## config.mk

```make
export PLATFORM = sky130hd
export DESIGN_NAME = sector_guard
export DESIGN_NICKNAME = d
export VERILOG_FILES = /design/src/rtl/sg_pkg.sv /design/src/rtl/sect_decode.sv /design/src/rtl/lock_keeper.sv /design/src/rtl/id_readout.sv /design/src/rtl/sector_guard.sv
export SDC_FILE = /design/constraint.sdc
export NUM_CORES = 1
export LEC_CHECK = 0
export BUFFER_PORTS_ARGS = -buffer_cell sky130_fd_sc_hd__buf_2
export CAP_MARGIN = 20
export CORE_MARGIN = 5
export CORE_UTILIZATION = 35
export CTS_BUF_LIST = sky130_fd_sc_hd__clkbuf_8
export CTS_CLUSTER_SIZE = 14
export DETAILED_ROUTE_END_ITERATION = 16
export MAX_ROUTING_LAYER = met4
export PLACE_DENSITY = 0.77
export SLEW_MARGIN = 30
export SYNTH_ARGS = -nofsm -noshare
export SYNTH_HDL_FRONTEND = slang
export SYNTH_HIERARCHICAL = 1
export SYNTH_SLANG_ARGS = --single-unit
```

## constraint.sdc

```tcl
create_clock -name clk -period 3.5 [get_ports clk]
set_input_delay 0.7 -clock clk [delete_from_list [all_inputs] [get_ports clk]]
set_output_delay 0.7 -clock clk [all_outputs]
set_load 0.01 [all_outputs]
```

## src/rtl/sg_pkg.sv

```systemverilog
// Package: shared sector indices, request kinds and identification bytes.
// Assumes seven sectors; index 0 is always the boot sector.
package sg_pkg;
    localparam int NUM_SECT = 7;
    localparam int SECT_W   = $clog2(NUM_SECT);

    typedef enum logic [SECT_W-1:0] {
        SEC_BOOT  = 3'd0,
        SEC_PAR1  = 3'd1,
        SEC_PAR2  = 3'd2,
        SEC_MAIN1 = 3'd3,
        SEC_MAIN2 = 3'd4,
        SEC_MAIN3 = 3'd5,
        SEC_MAIN4 = 3'd6
    } sect_e;

    typedef enum logic [1:0] {
        OPK_IDLE   = 2'd0,
        OPK_PROG   = 2'd1,
        OPK_SERASE = 2'd2,
        OPK_CERASE = 2'd3
    } opk_e;

    localparam logic [7:0] ID_MAKER   = 8'h1F;
    localparam logic [7:0] ID_DEV_BOT = 8'h07;
    localparam logic [7:0] ID_DEV_TOP = 8'h08;
    localparam logic [7:0] ID_EXT     = 8'h0F;
endpackage

```

## src/rtl/sect_decode.sv

```systemverilog
// Module: sect_decode
// Maps a byte address to a sector index. The two layouts are exact mirrors,
// so the top-boot variant inverts the address and reuses the bottom-boot
// decode. Assumes ADDR_W >= 6; sizes scale as boot = 1/16, parameter = 1/32,
// first main = 1/8 and the other mains = 1/4 of the space.
module sect_decode
    import sg_pkg::*;
#(
    parameter int ADDR_W   = 18,
    parameter bit TOP_BOOT = 1'b0
) (
    input  logic [ADDR_W-1:0] addr,
    output logic [SECT_W-1:0] sect
);
    localparam int BIT_MAIN1 = ADDR_W - 3;
    localparam int BIT_PARAM = ADDR_W - 4;
    localparam int BIT_PAR2  = ADDR_W - 5;

    logic [ADDR_W-1:0] norm;
    logic [1:0]        quarter;

    // Put the address into bottom-boot orientation.
    generate
        if (TOP_BOOT) begin : g_mirror
            assign norm = ~addr;
        end else begin : g_direct
            assign norm = addr;
        end
    endgenerate

    assign quarter = norm[ADDR_W-1 -: 2];

    // Decode by size class: quarters, then eighth, then parameter pair, then boot.
    always_comb begin
        if (quarter != 2'd0)
            sect = SECT_W'(SEC_MAIN1) + SECT_W'(quarter);
        else if (norm[BIT_MAIN1])
            sect = SEC_MAIN1;
        else if (norm[BIT_PARAM])
            sect = norm[BIT_PAR2] ? SEC_PAR2 : SEC_PAR1;
        else
            sect = SEC_BOOT;
    end
endmodule

```

## src/rtl/lock_keeper.sv

```systemverilog
// Module: lock_keeper
// One-way boot lock flag. It is set by a request and cleared only by the
// synchronous active-low reset. Assumes the reset means power-on.
module lock_keeper (
    input  logic clk,
    input  logic rst_n,
    input  logic set_req,
    output logic locked
);
    // Set the flag on request; only reset clears it.
    always_ff @(posedge clk) begin
        if (!rst_n)
            locked <= 1'b0;
        else if (set_req)
            locked <= 1'b1;
    end

    AST_LOCK_STICKY: assert property (@(posedge clk) disable iff (!rst_n)
        locked |=> locked);
    AST_LOCK_TAKES: assert property (@(posedge clk) disable iff (!rst_n)
        set_req |=> locked);
endmodule

```

## src/rtl/id_readout.sv

```systemverilog
// Module: id_readout
// Combinational identification read data. It answers the first four byte
// offsets of the boot region while id_mode is high and returns zero elsewhere.
// Assumes the boot region is the lowest or highest 1/16 of the space.
module id_readout
    import sg_pkg::*;
#(
    parameter int ADDR_W   = 18,
    parameter bit TOP_BOOT = 1'b0
) (
    input  logic              id_mode,
    input  logic [ADDR_W-1:0] rd_addr,
    input  logic              locked,
    output logic [7:0]        rd_data
);
    localparam int          REG_BITS = ADDR_W - 4;
    localparam logic [3:0]  REG_TAG  = TOP_BOOT ? 4'hF : 4'h0;
    localparam logic [7:0]  DEV_CODE = TOP_BOOT ? ID_DEV_TOP : ID_DEV_BOT;

    logic in_region;
    logic low_slot;

    assign in_region = (rd_addr[ADDR_W-1 -: 4] == REG_TAG);
    assign low_slot  = (rd_addr[REG_BITS-1:2] == '0);

    // Choose the identification byte for the addressed offset.
    always_comb begin
        rd_data = 8'h00;
        if (id_mode && in_region && low_slot) begin
            case (rd_addr[1:0])
                2'd0:    rd_data = ID_MAKER;
                2'd1:    rd_data = DEV_CODE;
                2'd2:    rd_data = {7'b0, locked};
                default: rd_data = ID_EXT;
            endcase
        end
    end
endmodule

```

## src/rtl/sector_guard.sv

```systemverilog
// Module: sector_guard
// Judges program and erase requests against the sector map and the boot
// lock, and registers the verdict, sector index and erase mask. Assumes one
// request per cycle at most and a downstream controller that starts on accept.
module sector_guard
    import sg_pkg::*;
#(
    parameter int ADDR_W   = 18,
    parameter bit TOP_BOOT = 1'b0
) (
    input  logic              clk,
    input  logic              rst_n,
    input  logic              op_valid,
    input  logic [1:0]        op_kind,
    input  logic [ADDR_W-1:0] op_addr,
    input  logic              lock_req,
    input  logic              id_mode,
    input  logic [ADDR_W-1:0] rd_addr,
    output logic              accept,
    output logic              reject,
    output logic [SECT_W-1:0] sector_out,
    output logic [NUM_SECT-1:0] erase_mask,
    output logic              lock_state,
    output logic [7:0]        rd_data
);
    logic [SECT_W-1:0]   sec_dec;
    logic                lock_q;
    logic                live_req;
    logic                acc_d;
    logic                rej_d;
    logic [NUM_SECT-1:0] mask_d;

    sect_decode #(.ADDR_W(ADDR_W), .TOP_BOOT(TOP_BOOT)) u_decode (
        .addr (op_addr),
        .sect (sec_dec)
    );

    lock_keeper u_lock (
        .clk     (clk),
        .rst_n   (rst_n),
        .set_req (lock_req),
        .locked  (lock_q)
    );

    id_readout #(.ADDR_W(ADDR_W), .TOP_BOOT(TOP_BOOT)) u_id (
        .id_mode (id_mode),
        .rd_addr (rd_addr),
        .locked  (lock_q),
        .rd_data (rd_data)
    );

    assign live_req = op_valid && (op_kind != OPK_IDLE);

    // Decide accept or reject and the erase mask from the current lock state.
    always_comb begin
        acc_d  = 1'b0;
        rej_d  = 1'b0;
        mask_d = '0;
        if (live_req) begin
            if (op_kind == OPK_CERASE) begin
                acc_d  = 1'b1;
                mask_d = '1;
                if (lock_q)
                    mask_d[SEC_BOOT] = 1'b0;
            end else if (lock_q && sec_dec == SEC_BOOT) begin
                rej_d = 1'b1;
            end else begin
                acc_d = 1'b1;
                if (op_kind == OPK_SERASE)
                    mask_d[sec_dec] = 1'b1;
            end
        end
    end

    // Register verdict, mask and sector index for the controller.
    always_ff @(posedge clk) begin
        if (!rst_n) begin
            accept     <= 1'b0;
            reject     <= 1'b0;
            erase_mask <= '0;
            sector_out <= '0;
        end else begin
            accept     <= acc_d;
            reject     <= rej_d;
            erase_mask <= mask_d;
            sector_out <= sec_dec;
        end
    end

    assign lock_state = lock_q;

    AST_ONE_VERDICT: assert property (@(posedge clk) disable iff (!rst_n)
        !(accept && reject));
    AST_BOOT_REFUSED: assert property (@(posedge clk) disable iff (!rst_n)
        (op_valid && (op_kind == OPK_PROG || op_kind == OPK_SERASE) && lock_q
         && sec_dec == SEC_BOOT) |=> reject);
    AST_REJECT_NO_MASK: assert property (@(posedge clk) disable iff (!rst_n)
        reject |-> (erase_mask == '0));
    AST_OTHER_GRANTED: assert property (@(posedge clk) disable iff (!rst_n)
        (live_req && sec_dec != SEC_BOOT) |=> accept);
    AST_CHIP_SPARES_BOOT: assert property (@(posedge clk) disable iff (!rst_n)
        (op_valid && op_kind == OPK_CERASE) |=>
        (accept && erase_mask[NUM_SECT-1:1] == '1));
    AST_IDLE_QUIET: assert property (@(posedge clk) disable iff (!rst_n)
        !op_valid |=> (!accept && !reject && erase_mask == '0));
endmodule

```

==> flow_summary.ini <==
[layout]
design_area_um2 = 974.7
fin_nets = 169
fillerInstances = 189
multi_input_area_um2 = 381.6
antenna_cells = 0
drive_gt1_frac = 0.4833
final_cells = 147
final-seq-area_um2 = 260.3
syn2layout_area_growth_pct = 42.67

[run]
maxCapViolations = 0

[die]
die_w_um = 54.18
die_y_um = 54.18
rows = 16
core_area_um2 = 1902
io_pins = 64
initial_utilization = 0.3592
die-area_um2 = 2935

[cts]
numCtsBuffers = 3
holdBufCountCts = 0
cts.sinks = 13
post_cts_buffers = 0
cts_resized = 0
cts_buffer_depth = 2
root_buffer = clkbuf_8
cts_tree = yes
htree_levels = 1
clk_latency_ns = 0.24
clk_pin_slew_worst_paths_ns = 0.05

[power]
leakagePower_nw = 0.4819
max-vdd-ir-drop_uv = 162.2
p_per_area_nw_per_um2 = 351.1

[place]
port_buffers = 47
dp_hpwl_um = 1438
place_inst = 143
placed_area_um2 = 929.6
gp_congestion = 0.7884

[timing]
worst_pin_slew_ns = 0.6274
finalHoldViolations = 0
period_share = 0.7032
fmax_ghz = 0.4063
rsz0062_at_grt = false
period_minus_slack_ns = 2.461
setup_viol_count_final = 0
tns_ns = 0
max-slew-margin-rel = 0.5780
finalClockSkew_ns = 0.001205
slew_violations = 0

[critical_path]
critPathMaxStageDelay_ns = 0.44
slowest_stage = a2111oi_0
worstPathArrival_ns = 1.76
crit_path_start_kind = input pin
crit_start = rd_addr[0]
path_common_cell = buf_2
r2r-start = u_lock/locked$_SDFFE_PN0P_
worstReg2RegEnd = erase_mask[3]$_SDFF_PN0_
crit_fanout = 3
path_class = input pin to output port
worst_r2r_path_depth = 2
cp_cell_sequence = buf_2 > inv_1 > ha_1 > a2111oi_0 > nor3_1 > buf_2
cp_data_required_time_ns = 2.80
r2r_slack_ns = 2.18
cp-end-kind = output port

[global_routing]
grt_max_degree = 11
overflow = 0
grt_pass1_vias = 677
grt_use_total = 0.1194
antenna_found_initial = 0
grt_pass1_wl_um = 2442

[routing]
drc = 0
via_per_inst = 4.830
routed_wl_um = 1673
dr.pass1.iters = 3
vias = 710
drt-wirelength-per-cell_um = 11.38
postRouteAntennaNets = 0
drt_iter0_drc = 1

[synth]
syn_area_um2 = 683.2
synth_area_leaders = dfxtp_1, ha_1, a221oi_1
ys_warn_count = 6
avgSynthCellArea_um2 = 9.622
synth-edff-count = 0
syn-instance-count = 71
yosysMostFrequentCell = dfxtp_1
synth_top_area_share = 0.3810
ys_seq_area_frac = 0.3810
netlist_top_cells_count = dfxtp_1, a221oi_1, ha_1, inv_1, nor3_1
ys_async_sr_fraction = 0
ys_seq_elements = 13
synth_cell_type_count = 28
synth_top_area_cell = dfxtp_1
synth_flop_cell = dfxtp_1

[hold_path]
min-delay-start = u_lock/locked$_SDFFE_PN0P_
min_path_cells = 2
min_to = reject$_SDFF_PP0_
hold_class = flip-flop to flip-flop

[run_status]
run_status = complete, no violations
==> sequential cells by signal, indices dropped and copies added (netlist names) <==
register,cells
accept,1
erase_mask,7
reject,1
sector_out,3
u_lock/locked,1
==> layout by cell type, fill, tap and decap left out, drive strengths merged, types with 2 or more instances in the layout <==
cell type | netlist | final
nor3 | 5 | 5
or3b | 3 | 3
clkbuf | 0 | 3
nor4 | 3 | 3
nand3 | 3 | 3
dfxtp | 13 | 13
buf | 4 | 47
nand3b | 3 | 3
conb | 1 | 3
nor2 | 3 | 3
inv | 5 | 6
ha | 5 | 5
and2 | 3 | 3
a221oi | 5 | 5
a2111oi | 2 | 2
a21oi | 4 | 4
==> worst max-delay path by stage <==
stage / endpoint / slack, ns
floorplan: rd_data[2] / 1.14
global placement: rd_data[0] / 1.07
detailed placement: rd_data[0] / 1.02
CTS: rd_data[0] / 1.01
global route: rd_data[0] / 0.95
finish: rd_data[0] / 1.04
==> routing by layer <==
layer  track usage  up-vias  part of all wire
li1              -      357                 -
met1        0.1126      310              0.37
met2        0.2151       40              0.49
met3       0.02770        3              0.12
met4       0.07469        0             0.017
met5             -        -                 0
==> logic make-up after synthesis <==
kind of cell / synth area share
flip-flops: 0.3810
AO/OA/AOI/OAI: 0.1850
adder cells (fa/ha/maj): 0.09158
buffers and inverters: 0.07143
other: 0.005489
AND/OR/NAND/NOR: 0.2656
==> critical path, delay by kind of cell <==
kind | cells | cell delay (ns)
AO/OA/AOI/OAI | 1 | 0.44
adder cells (fa/ha/maj) | 1 | 0.21
buffers and inverters | 3 | 0.32
AND/OR/NAND/NOR | 1 | 0.08
==> through the flow <==
step                      setup slack [ns]    util  power (mW)  hold slack (ns)
after global placement               1.067  0.4888      0.2164           0.5082
after global routing                0.9496  0.5125      0.3570           0.5576
final                                1.039  0.5125      0.3422           0.5198
after floorplan                      1.140       -      0.1907           0.5206
after CTS                            1.010  0.5125      0.3440           0.5275
after detailed placement             1.024  0.4888      0.2196           0.5229
==> power by group <==
| part | switching, mW | internal, mW |
|---|---|---|
| Sequential | 0.00208 | 0.154 |
| Clock | 0.0486 | 0.0771 |
| Combinational | 0.0324 | 0.0276 |
| Total | 0.0831 | 0.259 |
==> cell type report <==
cell class              instances  share of cell area
repair buffers                 47              0.2413
well taps                      27             0.03466
multi-input cells              51              0.3915
inverters                       5             0.01926
flip-flops and latches         13              0.2670
clock buffers                   3             0.04236
clock inverters                 1            0.003851
Note: power is estimated with default switching activity, not from simulation.
